$ cat src/rtl/mbx_pkg.sv
package mbx_pkg;

    parameter int DATA_W = 32;
    parameter int STAT_W = 16;

    typedef enum logic {
        SEL_STATUS = 1'b0,
        SEL_DATA   = 1'b1
    } scan_sel_e;

    typedef struct packed {
        logic cap;
        logic shift;
        logic upd;
    } tap_strb_t;

    function automatic logic [STAT_W-1:0] status_word(input logic flag);
        logic [STAT_W-1:0] w;
        w    = '0;
        w[0] = flag;
        return w;
    endfunction

endpackage

$ cat src/rtl/mbx_scan_stage.sv
module mbx_scan_stage
    import mbx_pkg::*;
#(
    parameter int DW = DATA_W,
    parameter int SW = STAT_W
) (
    input  logic          clk,
    input  logic          rst,
    input  tap_strb_t     strb,
    input  logic          tdi,
    input  scan_sel_e     sel,
    input  logic [SW-1:0] stat_word,
    input  logic [DW-1:0] data_word,
    output logic [DW-1:0] shreg,
    output logic          tdo
);

    logic [DW-1:0] shifted_data;
    logic [DW-1:0] shifted_stat;
    logic [DW-1:0] captured;

    always_comb begin
        shifted_data = {tdi, shreg[DW-1:1]};
        shifted_stat = '0;
        shifted_stat[SW-2:0] = shreg[SW-1:1];
        shifted_stat[SW-1]   = tdi;
        captured = (sel == SEL_DATA) ? data_word
                                     : {{(DW-SW){1'b0}}, stat_word};
    end

    always_ff @(posedge clk) begin
        if (rst) begin
            shreg <= '0;
        end else if (strb.cap) begin
            shreg <= captured;
        end else if (strb.shift) begin
            shreg <= (sel == SEL_DATA) ? shifted_data : shifted_stat;
        end
    end

    assign tdo = shreg[0];

    // a data-chain shift puts tdi into the top bit
    p_data_shift_in_r4: assert property (@(posedge clk) disable iff (rst)
        (strb.shift && !strb.cap && sel == SEL_DATA) |=> shreg[DW-1] == $past(tdi));

    // the status chain is SW bits long and tdi enters bit SW-1
    p_stat_shift_in_r2: assert property (@(posedge clk) disable iff (rst)
        (strb.shift && !strb.cap && sel == SEL_STATUS) |=>
            (shreg[SW-1] == $past(tdi)) && (shreg[DW-1:SW] == '0));

endmodule

$ cat src/rtl/mbx_own_ctrl.sv
module mbx_own_ctrl
    import mbx_pkg::*;
(
    input  logic      clk,
    input  logic      rst,
    input  logic      trst_n,
    input  logic      bypass_sel,
    input  tap_strb_t strb,
    input  logic      cpu_flag_set,
    output logic      flag,
    output logic      irq,
    output scan_sel_e sel,
    output logic      upd_data
);

    logic seen_one;
    logic moved;
    logic force_set;

    assign force_set = !trst_n || bypass_sel || cpu_flag_set;
    assign upd_data  = strb.upd && (sel == SEL_DATA);

    always_ff @(posedge clk) begin
        if (rst) begin
            flag     <= 1'b1;
            irq      <= 1'b0;
            sel      <= SEL_STATUS;
            seen_one <= 1'b0;
            moved    <= 1'b0;
        end else begin
            if (force_set)     flag <= 1'b1;
            else if (upd_data) flag <= 1'b0;

            if (upd_data)          irq <= 1'b1;
            else if (cpu_flag_set) irq <= 1'b0;

            if (strb.cap) begin
                seen_one <= (sel == SEL_STATUS) && flag;
                moved    <= 1'b0;
            end else if (strb.shift) begin
                moved <= 1'b1;
            end

            if (!trst_n) begin
                sel <= SEL_STATUS;
            end else if (strb.upd) begin
                if (sel == SEL_DATA)
                    sel <= SEL_STATUS;
                else if (seen_one && moved)
                    sel <= SEL_DATA;
            end
        end
    end

    p_trst_sets_flag_r7: assert property (@(posedge clk) disable iff (rst)
        !trst_n |=> flag && sel == SEL_STATUS);

    p_bypass_sets_flag_r8: assert property (@(posedge clk) disable iff (rst)
        bypass_sel |=> flag);

    p_commit_clears_flag_r4: assert property (@(posedge clk) disable iff (rst)
        (strb.upd && sel == SEL_DATA && trst_n && !bypass_sel && !cpu_flag_set)
            |=> !flag && irq && sel == SEL_STATUS);

    p_cpu_set_r6: assert property (@(posedge clk) disable iff (rst)
        (cpu_flag_set && !strb.upd) |=> flag && !irq);

    p_collision_r10: assert property (@(posedge clk) disable iff (rst)
        (cpu_flag_set && strb.upd && sel == SEL_DATA) |=> flag && irq);

endmodule

$ cat src/rtl/mbx_data_reg.sv
module mbx_data_reg
    import mbx_pkg::*;
#(
    parameter int DW = DATA_W
) (
    input  logic          clk,
    input  logic          rst,
    input  logic          cpu_wr,
    input  logic [DW-1:0] cpu_wdata,
    input  logic          flag,
    input  logic          upd_data,
    input  logic [DW-1:0] shreg,
    output logic [DW-1:0] data_q
);

    always_ff @(posedge clk) begin
        if (rst) begin
            data_q <= '0;
        end else if (upd_data) begin
            data_q <= shreg;
        end else if (cpu_wr && flag) begin
            data_q <= cpu_wdata;
        end
    end

    p_locked_write_r5: assert property (@(posedge clk) disable iff (rst)
        (cpu_wr && !flag && !upd_data) |=> $stable(data_q));

    p_serial_commit_r4: assert property (@(posedge clk) disable iff (rst)
        upd_data |=> data_q == $past(shreg));

endmodule

$ cat src/rtl/jtag_mailbox.sv
module jtag_mailbox
    import mbx_pkg::*;
#(
    parameter int DW = DATA_W,
    parameter int SW = STAT_W
) (
    input  logic          clk,
    input  logic          rst,
    input  logic          trst_n,
    input  logic          bypass_sel,
    input  logic          mb_sel,
    input  logic          capture_dr,
    input  logic          shift_dr,
    input  logic          update_dr,
    input  logic          tdi,
    output logic          tdo,
    input  logic          cpu_we,
    input  logic          cpu_addr,
    input  logic [DW-1:0] cpu_wdata,
    output logic [DW-1:0] cpu_rdata,
    output logic          irq
);

    localparam int PAD_W = DW - SW;

    tap_strb_t     strb;
    logic          tap_ok;
    logic          cpu_flag_set;
    logic          cpu_wr_data;
    logic          flag;
    logic          upd_data;
    scan_sel_e     sel;
    logic [DW-1:0] shreg;
    logic [DW-1:0] data_q;
    logic [SW-1:0] stat_w;

    assign tap_ok       = mb_sel && trst_n && !bypass_sel;
    assign strb.cap     = capture_dr && tap_ok;
    assign strb.shift   = shift_dr && tap_ok;
    assign strb.upd     = update_dr && tap_ok;
    assign cpu_flag_set = cpu_we && !cpu_addr && cpu_wdata[0];
    assign cpu_wr_data  = cpu_we && cpu_addr;
    assign stat_w       = status_word(flag);
    assign cpu_rdata    = cpu_addr ? data_q : {{PAD_W{1'b0}}, stat_w};

    mbx_own_ctrl u_own (
        .clk          (clk),
        .rst          (rst),
        .trst_n       (trst_n),
        .bypass_sel   (bypass_sel),
        .strb         (strb),
        .cpu_flag_set (cpu_flag_set),
        .flag         (flag),
        .irq          (irq),
        .sel          (sel),
        .upd_data     (upd_data)
    );

    mbx_scan_stage #(.DW(DW), .SW(SW)) u_scan (
        .clk       (clk),
        .rst       (rst),
        .strb      (strb),
        .tdi       (tdi),
        .sel       (sel),
        .stat_word (stat_w),
        .data_word (data_q),
        .shreg     (shreg),
        .tdo       (tdo)
    );

    mbx_data_reg #(.DW(DW)) u_data (
        .clk       (clk),
        .rst       (rst),
        .cpu_wr    (cpu_wr_data),
        .cpu_wdata (cpu_wdata),
        .flag      (flag),
        .upd_data  (upd_data),
        .shreg     (shreg),
        .data_q    (data_q)
    );

    // strobes with the instruction deselected leave the scan state alone
    p_deselect_idle_r9: assert property (@(posedge clk) disable iff (rst)
        (!mb_sel && trst_n) |=> $stable(shreg) && $stable(sel));

endmodule

$ cat config.mk
export PLATFORM = sky130hd
export DESIGN_NAME = jtag_mailbox
export DESIGN_NICKNAME = d
export VERILOG_FILES = /design/src/rtl/mbx_pkg.sv /design/src/rtl/mbx_scan_stage.sv /design/src/rtl/mbx_own_ctrl.sv /design/src/rtl/mbx_data_reg.sv /design/src/rtl/jtag_mailbox.sv
export SDC_FILE = /design/constraint.sdc
export NUM_CORES = 1
export LEC_CHECK = 0
export BUFFER_PORTS_ARGS = -buffer_cell sky130_fd_sc_hd__buf_4
export CORE_MARGIN = 1
export CORE_UTILIZATION = 56
export CTS_BUF_LIST = sky130_fd_sc_hd__clkbuf_2 sky130_fd_sc_hd__clkbuf_4 sky130_fd_sc_hd__clkbuf_8
export DETAILED_ROUTE_END_ITERATION = 7
export PLACE_DENSITY = 0.92
export SLEW_MARGIN = 20
export SYNTH_ARGS = -nofsm -noshare
export SYNTH_HDL_FRONTEND = slang
export SYNTH_SLANG_ARGS = --single-unit
export TNS_END_PERCENT = 20
$ cat constraint.sdc
create_clock -name clk -period 1.9 [get_ports clk]
set_input_delay 0.095 -clock clk [delete_from_list [all_inputs] [get_ports clk]]
set_output_delay 0.095 -clock clk [all_outputs]
set_load 0.05 [all_outputs]
* Word-level counts from Yosys, hierarchy flattened
Cells that the tools add are included.
** Storage, ports and cells
- Input bits :: 43
- Logic and storage cells :: 43
- Output and inout bits :: 34
- Bits in registers :: 69
** Operators by class
- Bitwise gates (word level) :: 2
- Reductions and logical operators :: 23
- Mux-type cells :: 11
** Operators by type and width (number)
- 2-to-1 mux 32 bit :: 7
- logical AND 1 bit :: 12
- nonzero test 2 bit :: 3
- OR reduction 2 bit :: 3
- 2-to-1 mux 1 bit :: 4
- logical NOT 1 bit :: 3
- logical OR 1 bit :: 2
- NOT 1 bit :: 2

* Longest topological paths before layout
Gate-level depths: netlist of the first run.
- Depth after elaboration :: 5
- Gate-level depth with buffers :: 6
- Gate-level depth less buffers :: 3

* Modules after synthesis
A second synthesis of the first run with hierarchy kept.
** Second synthesis, totals
- Cell total of the unflattened synthesis :: 433
- Area, all modules :: 4500.6 um^2
** Modules (own cells, without submodules)
- mbx_data_reg :: cells each 187, times used 1, area an instance 2194.6 um^2
- mbx_scan_stage :: cells each 186, times used 1, area an instance 1803.0 um^2
- jtag_mailbox :: cells each 41, times used 1, area an instance 310.3 um^2
- mbx_own_ctrl :: cells each 19, times used 1, area an instance 192.7 um^2

* Worst setup path after synthesis of the first run
Ideal clock, no wire load.
- Kind :: register to register
- Start :: register u_own.sel
- End :: register u_scan.shreg[30]
- Cell stages (with the launch flop) :: 6
- Library setup time :: 0.068 ns
- Setup slack :: 0.524 ns
- Arrival :: 1.308 ns
- Clock period less this slack :: 1.376 ns
- Cells stage by stage :: dfxtp_1 inv_2 or4_1 buf_2 buf_6 o2bb2ai_2
** Between the ends
- Word-level cells in the longest chain between the ends :: 3
- Elaborated cells between the ends (all ways) :: 4
- Classes of those cells :: 4 x mux
** RTL lines
- start: declaration :: line mbx_own_ctrl.sv:12 : output scan_sel_e sel,
- start signal: assignment :: line mbx_own_ctrl.sv:27 : sel <= SEL_STATUS;
- start signal: assignment :: line mbx_own_ctrl.sv:45 : sel <= SEL_STATUS;
- start signal: assignment :: line mbx_own_ctrl.sv:48 : sel <= SEL_STATUS;
- 2-to-1 mux 32 bit :: line mbx_scan_stage.sv:37 : shreg <= (sel == SEL_DATA) ? shifted_data : shifted_stat;
- 2-to-1 mux 32 bit :: line mbx_scan_stage.sv:36 : end else if (strb.shift) begin
- 2-to-1 mux 32 bit * :: line mbx_scan_stage.sv:34 : end else if (strb.cap) begin
- end signal: assignment :: line mbx_scan_stage.sv:35 : shreg <= captured;
- end signal: assignment :: line mbx_scan_stage.sv:37
- end: declaration :: line mbx_scan_stage.sv:14 : output logic [DW-1:0] shreg,
Every way passes the cells marked *; elsewhere a longest branch is shown, timed or not. The select of a mux whose other input is x is not followed.
A chain may end at the register's enable or synchronous reset.

* Final worst setup path of the first run
- Start :: input bypass_sel
- End :: register u_scan.shreg[18]
** Between the ends
- Word-level cells in the longest chain between the ends :: 4
- Elaborated cells between the ends (all ways) :: 6
- Classes of those cells :: 1 x mux; 5 x reduce/logical
** RTL lines
- start: declaration :: line jtag_mailbox.sv:10 : input logic bypass_sel,
- logical NOT 1 bit * :: line jtag_mailbox.sv:37 : assign tap_ok = mb_sel && trst_n && !bypass_sel;
- logical AND 1 bit * :: line jtag_mailbox.sv:37
- logical AND 1 bit (on tied branches) :: line jtag_mailbox.sv:38, jtag_mailbox.sv:39
- 2-to-1 mux 32 bit / nonzero test 2 bit (equally long branches)
Every way passes the cells marked *; elsewhere a longest branch is shown, timed or not.

==> flow_summary.yaml, run 1 <==
final_layout:
  final_nets: 478
  final_cell_mix: "buf_4, dfxtp_1, mux2i_1"
  stdcell_count: 514
  area_growth_syn_to_layout_pct: 23.2
  layout_commonest_cell: "buf_4"
  n_antenna_cell: 0
  layout-drive-gt1-share_pct: 27.6
pwr:
  sw_frac_of_total_pct: 25.9
  comb_power_share_pct: 13.5
  powerDensity_nw_per_um2: 731
  p_sw_uw: 817
  p_seq_share_pct: 48.3
  p_leak_nw: 1.86
  peakVddDrop_mv: 0.496
  intPower_mw: 2.34
  p_clk_share_pct: 38.3
min_path:
  holdCritPathClass: "in -> reg"
sta:
  hold_ws_ns: 0.0226
  worst_pin_slew_ns: 0.631
  finalSetupTns_ns: 0
  max-slew-margin-rel_pct: 57.8
  drv_slew: 0
  finalHoldViolations: 0
  max_freq_mhz: 620
  setup_viol: 0
  fin_skew_ns: 0.00550
  rsz0062_at_grt: "false"
  fin_crit_ns: 1.61
  period_share_pct: 84.9
run:
  drv_cap: 0
synthesis:
  avgSynthCellArea_um2: 9.41
  synth_area_um2: 3500
  synth-seq-cells: 69
  synth_cell_types: 35
  synth_cells: 372
  ys_warn_count: 0
  syn-num-nets: 415
  seq_area_frac_synth_pct: 39.5
critical_path:
  cp_num_buf_inv: 3
  critPathMaxFanout: 16
  cpLargestDelayFamily: "buffers and inverters"
  slowest_delay_ns: 0.54
  cp-start-kind: "primary input"
  cp_common_cell: "buf_4"
  crit_chain: "dlygate4sd3_1 -> buf_4 -> nand3b_4 -> or4_1 -> buf_4 -> o2bb2ai_1"
  critical_path_class: "in -> reg"
  arrival_ns: 1.89
  crit_required_ns: 2.17
  endpoint_kind: "flip-flop"
  cp_slowest_cell: "dlygate4sd3_1"
clock_network:
  cts_buffer_depth: 2
  htreeDepth: 3
  cts_tree: "yes"
  cts_inserted_buffers: 9
  clk_pin_slew_ns: 0.07
  clk_latency_ns: 0.35
  cts.sinks: 69
  root_buffer: "clkbuf_8"
  cts_setup_buffers: 0
floorplanning:
  io_pins: 77
  die_y_um: 81.1
  start_util_pct: 58.4
  coreArea_um2: 5990
  dieWidth_um: 81.1
  die-area_um2: 6570
  std_cell_rows: 28
routing:
  postRouteAntennaNets: 0
  viasPerCell: 6.26
  vias: 3220
  wl_per_cell_um: 17.4
  finalWirelength_mm: 8.92
  drc: 0
  drt_iter0_markers: 199
  drtPass1Iterations: 5
global_routing:
  grt_max_degree: 35
  gr-total-overflow: 0
  antenna_found_initial: 0
  track_usage_pct: 28.8
  grt_pass1_vias: 3005
  grt_pass1_wl_mm: 14.4
placed_design:
  dp_cells: 498
  place_congestion: 0.861
  numPortBuffers: 76
  dpl.hpwl_mm: 5.93
outcome:
  status: "finished, final reports clean"
cells by family after synthesis:
family	after synthesis	share of synthesized area, %
simple gates	105	17.7
mux	50	14.4
buf+inv	48	5.86
compound gates	100	22.6
flops	69	39.5
per-layer routing:
layer	vias to the layer above	global-route usage (%)	share of wire [%]	wire length, um
met5	-	0	0	0
met4	0	10.7	1.7	154
met3	19	5.73	6.1	540
met2	145	49.7	50	4450
met1	1549	35.3	42	3770
li1	1507	-	-	-
final cells by class:
type / instances / area (um^2)
multi-input cells: 255 / 1920
fillers: 458 / 1680
flip-flops and latches: 69 / 1380
repair buffers: 91 / 686
clock buffers: 11 / 151
well taps: 75 / 93.8
clock inverters: 4 / 47.5
inverters: 9 / 33.8
per-stage QoR:
stage	total power [mW]	instance area [um^2]	worst slack [ns]	utilization (%)
2_1_floorplan	1.82	3500	0.524	-
3_3_place_gp	1.96	4100	0.508	68.5
3_5_place_dp	1.97	4100	0.450	68.5
4_1_cts	3.16	4310	0.295	72.0
5_1_grt	3.26	4310	0.186	72.0
6_report	3.15	4310	0.287	72.0
final timing paths:
check | from | to | slack [ns] | cells past startpoint
max | bypass_sel | u_scan.shreg[18]$_SDFFE_PP0P_ | 0.29 | 6
min | trst_n | u_own.flag$_SDFFE_PP1P_ | 0.02 | 2
max reg2reg | u_own.sel$_SDFFE_PP0N_ | u_data.data_q[17]$_SDFFE_PP0P_ | 0.48 | 4
min reg2reg | u_own.seen_one$_SDFFE_PP0P_ | u_own.seen_one$_SDFFE_PP0P_ | 0.47 | 2
synthesized netlist by cell type:
master     instances  area, um^2
dfxtp_1           69        1380
mux2i_1           48         480
and2_1            31         194
a211oi_1          26         195
nor3_1            26         130
clkbuf_1          23        86.3
a21oi_1           17        85.1
nand3_1           17        85.1
buf_2             14        70.1
o2bb2ai_2         10         150
a311oi_1           8        70.1
a31oi_1            8        50.1
inv_1              8        30.0
o21ai_0            8        40.0
a21o_1             7        52.6
a41o_1             7        70.1
nand3b_1           7        52.6
o2bb2ai_1          7        61.3
nand2_1            6        22.5
nor2_1             4        15.0
nand4b_1           3        26.3
and4b_1            2        20.0
mux2_2             2        22.5
nand2b_1           2        12.5
or3_1              2        12.5
a21oi_2            1        8.76
and3b_1            1        8.76
buf_1              1        3.75
buf_6              1        11.3
inv_2              1        3.75
nand3b_4           1        20.0
nor2b_1            1        6.26
o32ai_1            1        8.76
or2_0              1        6.26
or4_1              1        7.51
repair_timing:
item                      CTS  global route
hold endpoints to repair    1             0
hold buffers                1             0
resized for setup           0             0
state kept, by name, summed over array words and instances, names as in the netlist:
| register | count |
|---|---|
| u_data.data_q | 32 |
| u_own.flag | 1 |
| u_own.irq | 1 |
| u_own.moved | 1 |
| u_own.seen_one | 1 |
| u_own.sel | 1 |
| u_scan.shreg | 32 |
power by group through the flow:
stage	clock network, mW	registers (mW)	logic [mW]
finish	1.21	1.52	0.425
global route	1.28	1.53	0.451
CTS	1.21	1.52	0.424
detailed placement	0	1.55	0.419
global placement	0	1.55	0.409
floorplan	0	1.54	0.275
No activity file was read; power rests on OpenSTA's default activity.
==> inputs of run 2 (changes only) <==
Settings changed: CORE_UTILIZATION 56 to 51, PLACE_DENSITY 0.92 to 0.89.
Clock period 1.9 ns to 1.3 ns, I/O delays scaled along.
==> run 2 against run 1 <==
Effect of this change: the flow now finishes with violations (DRC); clock power grew 42%; die area grew 9.6%; cell area is 4.8% higher; critical path type is now reg -> reg; largest cell class unchanged; highest routed layer unchanged.
==> flow_summary.yaml, run 2 (synthesis gave the netlist of run 1 again) <==
final_layout:
  final_nets: 493
  n_antenna_cell: 0
  final_cell_mix: "buf_4, dfxtp_1, mux2i_1"
  layout-drive-gt1-share_pct: 31.3
  stdcell_area_um2: 4520
  area_growth_syn_to_layout_pct: 29.1
  reg_top3: "u_data.data_q x32, u_scan.shreg x32"
  layout_commonest_cell: "buf_4"
  fillers: 513
routing:
  viasPerCell: 6.13
  vias: 3255
  wl_per_cell_um: 17.8
  wl_met1_mm: 3.81
  drt_iter0_markers: 165
  finalWirelength_mm: 9.44
  highest_layer: "met4"
  route.met3.wl_um: 511
  dr_wl_met2_mm: 4.91
  postRouteAntennaNets: 0
  drtPass1Iterations: 8
  drc: 5
sta:
  period_share_pct: 99.0
  hold_ws_ns: 0.0143
  fin_skew_ns: 0.00643
  rsz0062_at_grt: "true"
  layout_setup_ws_ns: 0.0124
  max_freq_mhz: 777
  max-slew-margin-rel_pct: 52.2
  drv_slew: 0
  finalSetupTns_ns: 0
  finalHoldViolations: 0
  setup_viol: 0
  worst_pin_slew_ns: 0.716
  fin_crit_ns: 1.29
clock_network:
  htreeDepth: 3
  cts_buffer_depth: 2
  clk_pin_slew_ns: 0.07
  root_buffer: "clkbuf_8"
  cts_tree: "yes"
  clk_latency_ns: 0.34
  cts_inserted_buffers: 9
  cts.sinks: 69
min_path:
  holdCritPathClass: "in -> reg"
  min_delay_path_depth: 3
placed_design:
  numPortBuffers: 76
  place_congestion: 0.898
  pre_cts_slack_ns: -0.244
  dpl.hpwl_mm: 6.47
  place_area_um2: 4210
global_routing:
  grt_pass1_wl_mm: 15.0
  grt_max_degree: 33
  antenna_found_initial: 0
  track_usage_pct: 26.4
  gr-total-overflow: 0
  grt_pass1_vias: 3172
critical_path:
  r2r_slack_ns: 0.01
  cp_num_buf_inv: 1
  arrival_ns: 1.56
  crit_required_ns: 1.57
  cp_num_cells: 3
  cpLargestDelayFamily: "simple AND/OR/NAND/NOR gates"
  crit_chain: "inv_4 -> or4_4 -> o2bb2ai_1"
  slowest_delay_ns: 0.62
  cp_slowest_cell: "or4_4"
  critPathMaxFanout: 8
  critical_path_class: "reg -> reg"
  cp-start-kind: "flip-flop"
  endpoint_kind: "flip-flop"
  rr_worst_depth: 3
floorplanning:
  dieWidth_um: 84.9
  coreArea_um2: 6490
  die-area_um2: 7200
  start_util_pct: 53.9
  io_pins: 77
  die_y_um: 84.9
  std_cell_rows: 29
pwr:
  p_seq_share_pct: 48.2
  p_leak_nw: 1.96
  sw_frac_of_total_pct: 25.5
  p_clk_share_pct: 37.2
  p_sw_mw: 1.18
  comb_power_share_pct: 14.5
  peakVddDrop_mv: 0.702
  power_mw: 4.61
  intPower_mw: 3.43
  powerDensity_nw_per_um2: 1020
outcome:
  violations: "DRC"
  status: "finished with violations"
run:
  drv_cap: 0
-- run 2: changes by cell type in the layout (fill, tap and decap cells not counted), sizes merged --
| cell | before | now |
|---|---|---|
| buf | 90 | 101 |
| clkbuf | 11 | 13 |
| clkinv | 2 | 1 |
| clkinvlp | 1 | 0 |
| dlygate4sd3 | 1 | 4 |
| or4 | 1 | 2 |
-- run 2: power by group through the flow --
stage | Combinational (mW) | Sequential, mW | Clock [mW]
final | 0.671 | 2.22 | 1.72
after global routing | 0.714 | 2.23 | 1.81
after CTS | 0.658 | 2.23 | 1.73
after detailed placement | 0.644 | 2.27 | 0
after global placement | 0.630 | 2.27 | 0
after floorplan | 0.402 | 2.26 | 0
-- run 2: final cells by class --
cell class / count / area (um^2) / share of cell area, %
inverters: 9 / 36.3 / 0.803
clock buffers: 13 / 154 / 3.41
well taps: 77 / 96.3 / 2.13
flip-flops and latches: 69 / 1390 / 30.6
clock inverters: 2 / 35.0 / 0.775
multi-input cells: 256 / 1990 / 44.1
repair buffers: 105 / 818 / 18.1
-- run 2: final timing paths --
kind                               start                            end
max               u_own.sel$_SDFFE_PP0N_  u_scan.shreg[17]$_SDFFE_PP0P_
min                         cpu_wdata[6]  u_data.data_q[6]$_SDFFE_PP0P_
min reg2reg  u_own.seen_one$_SDFFE_PP0P_    u_own.seen_one$_SDFFE_PP0P_
max reg2reg       u_own.sel$_SDFFE_PP0N_  u_scan.shreg[17]$_SDFFE_PP0P_
-- run 2: worst min-delay path, stage by stage --
cell	delay, ns
buf_4	0.08
mux2i_1	0.05
a21oi_1	0.13
-- run 2: what timing repair did --
| item | in CTS | in global routing |
|---|---|---|
| endpoints found under the hold margin | 6 | 0 |
| pin swaps | 1 | 2 |
| buffers inserted | 0 | 0 |
| resized for setup | 3 | 10 |
| gates cloned | 0 | 1 |
| hold buffers | 4 | 0 |
| setup endpoints to repair | 28 | 30 |
-- run 2: layer usage --
layer / up-vias / GRT usage, %
met3: 21 / 4.47
met2: 135 / 47.2
met1: 1554 / 31.2
met4: 0 / 12.2
li1: 1545 / -
met5: - / 0
-- run 2: metrics by stage --
step                instances  utilization (%)
global route              531             69.6
detailed placement        511             64.8
CTS                       530             68.6
global placement          511             64.8
floorplan                 372                -
finish                    531             69.6
==> inputs of run 3 (changes only) <==
--- a/constraint.sdc
+++ b/constraint.sdc
@@ -3,2 +3,2 @@
 set_output_delay 0.065 -clock clk [all_outputs]
-set_load 0.05 [all_outputs]
+set_load 0.01 [all_outputs]
==> run 3 against run 2 <==
Effect of this change: the flow still finishes with violations (DRC); utilization is 0.62 points lower; die area unchanged; setup slack improved by 0.00060 ns; count of clock-buffer cells in the layout decreased by 2; cell area shrank 0.89%; combinational power down 15%; cell count grew 0.19%; sequential power barely moved; power about the same; critical path depth unchanged; non-clock buffer count up 1.
==> flow_summary.yaml, run 3 (synthesis gave the netlist of run 1 again) <==
final_layout:
  stdcell_count: 532
  final_cell_mix: "buf_4, dfxtp_1, mux2i_1"
  utilization_pct: 69.0
  final_nets: 493
  stdcell_area_um2: 4480
  area_growth_syn_to_layout_pct: 27.9
  reg_top3: "u_data.data_q x32, u_scan.shreg x32"
  n_antenna_cell: 0
  layout-drive-gt1-share_pct: 29.5
  layout_commonest_cell: "buf_4"
placed_design:
  dp_cells: 510
  dpl.hpwl_mm: 6.26
  place_area_um2: 4200
  place_congestion: 0.880
  pre_cts_slack_ns: -0.210
  numPortBuffers: 76
routing:
  drtPass1Iterations: 6
  vias: 3302
  drc: 5
  drt_iter0_markers: 162
  finalWirelength_mm: 9.26
  viasPerCell: 6.21
  postRouteAntennaNets: 0
  wl_per_cell_um: 17.4
outcome:
  status: "finished with violations"
  violations: "DRC"
sta:
  fin_crit_ns: 1.29
  max_freq_mhz: 777
  fin_skew_ns: 0.00584
  layout_setup_ws_ns: 0.0130
  setup_viol: 0
  max-slew-margin-rel_pct: 33.4
  worst_pin_slew_ns: 0.999
  drv_slew: 0
  period_share_pct: 99.0
  finalHoldViolations: 0
  rsz0062_at_grt: "true"
  hold_ws_ns: 0.00788
clock_network:
  cts_tree: "yes"
  cts_inserted_buffers: 9
  cts.sinks: 69
  clk_latency_ns: 0.35
  root_buffer: "clkbuf_8"
  cts_setup_buffers: 0
  cts_buffer_depth: 2
  htreeDepth: 3
  clk_pin_slew_ns: 0.07
floorplanning:
  dieWidth_um: 84.9
  start_util_pct: 53.9
  std_cell_rows: 29
  io_pins: 77
  die_y_um: 84.9
  coreArea_um2: 6490
  die-area_um2: 7200
pwr:
  intPower_mw: 3.46
  sw_frac_of_total_pct: 25.0
  powerDensity_nw_per_um2: 1030
  p_leak_nw: 1.95
  comb_power_share_pct: 12.3
  p_clk_share_pct: 39.5
  p_seq_share_pct: 48.2
  peakVddDrop_mv: 0.584
  p_sw_mw: 1.15
critical_path:
  arrival_ns: 1.57
  endpoint_kind: "flip-flop"
  critical_path_class: "reg -> reg"
  crit_required_ns: 1.58
  cp-start-kind: "flip-flop"
  critPathMaxFanout: 16
min_path:
  holdCritPathClass: "in -> reg"
global_routing:
  gr-total-overflow: 0
  grt_pass1_vias: 3203
  grt_pass1_wl_mm: 14.9
  grt_max_degree: 33
  track_usage_pct: 26.2
  antenna_found_initial: 0
run:
  drv_cap: 0
[run 3: changes by cell type in the layout (fill, tap and decap cells not counted), moves of 2 or more]
cell | previous run | this run
clkbuf_4 | 4 | 0
o2bb2ai_1 | 3 | 7
a211oi_1 | 23 | 26
a211oi_2 | 3 | 0
o2bb2ai_2 | 13 | 10
clkbuf_8 | 9 | 11
clkinvlp_4 | 0 | 2
dlygate4sd3_1 | 4 | 6
[run 3: timing repair]
| item | in CTS | in global routing |
|---|---|---|
| endpoints found under the hold margin | 10 | 0 |
| gates resized for setup | 1 | 1 |
| hold buffers | 6 | 0 |
| setup endpoints to repair | 21 | 28 |
| pin swaps | 1 | 0 |
[run 3: cell type report]
type,count,area (um^2)
Fill cell,484,2020
Multi-Input combinational cell,255,1920
Sequential cell,69,1380
Timing Repair Buffer,106,831
Clock buffer,11,151
Tap cell,77,96.3
Clock inverter,5,58.8
Inverter,9,36.3
[run 3: worst max-delay path, cell delays in order (launching register included)]
cell and delay, ns:
dfxtp_2 0.37, inv_4 0.04, or4_4 0.62, o2bb2ai_2 0.18
[run 3: power groups by stage]
stage	combinational, mW	sequential (mW)	clock [mW]
2_1_floorplan	0.310	2.25	0
3_3_place_gp	0.533	2.27	0
3_5_place_dp	0.545	2.27	0
4_1_cts	0.565	2.22	1.84
5_1_grt	0.609	2.23	1.92
6_report	0.568	2.23	1.82
[run 3: path summary, 6_finish.rpt]
kind                                                   from                             to  slack, ns  depth (start not counted)
worst min register to register  u_own.seen_one$_SDFFE_PP0P_    u_own.seen_one$_SDFFE_PP0P_       0.47                          2
worst min-delay path                           cpu_wdata[6]  u_data.data_q[6]$_SDFFE_PP0P_      0.008                          3
worst max register to register       u_own.sel$_SDFFE_PP0N_  u_scan.shreg[28]$_SDFFE_PP0P_       0.01                          3
worst max-delay path                 u_own.sel$_SDFFE_PP0N_  u_scan.shreg[28]$_SDFFE_PP0P_       0.01                          3
[run 3: per-layer routing]
metal  wire length, um  vias to the layer above  track usage (%)
li1                  -                     1542                -
met1              3860                     1585             31.1
met2              4610                      153             45.2
met3               561                       22             4.67
met4               233                        0             14.5
met5                 0                        -                0
[run 3: metrics by stage]
| stage | setup TNS [ns] | total power [mW] |
|---|---|---|
| 3_5_place_dp | -4.79 | 2.82 |
| 6_report | 0 | 4.61 |
| 2_1_floorplan | -0.121 | 2.56 |
| 3_3_place_gp | -3.56 | 2.80 |
| 5_1_grt | -0.375 | 4.76 |
| 4_1_cts | 0 | 4.63 |
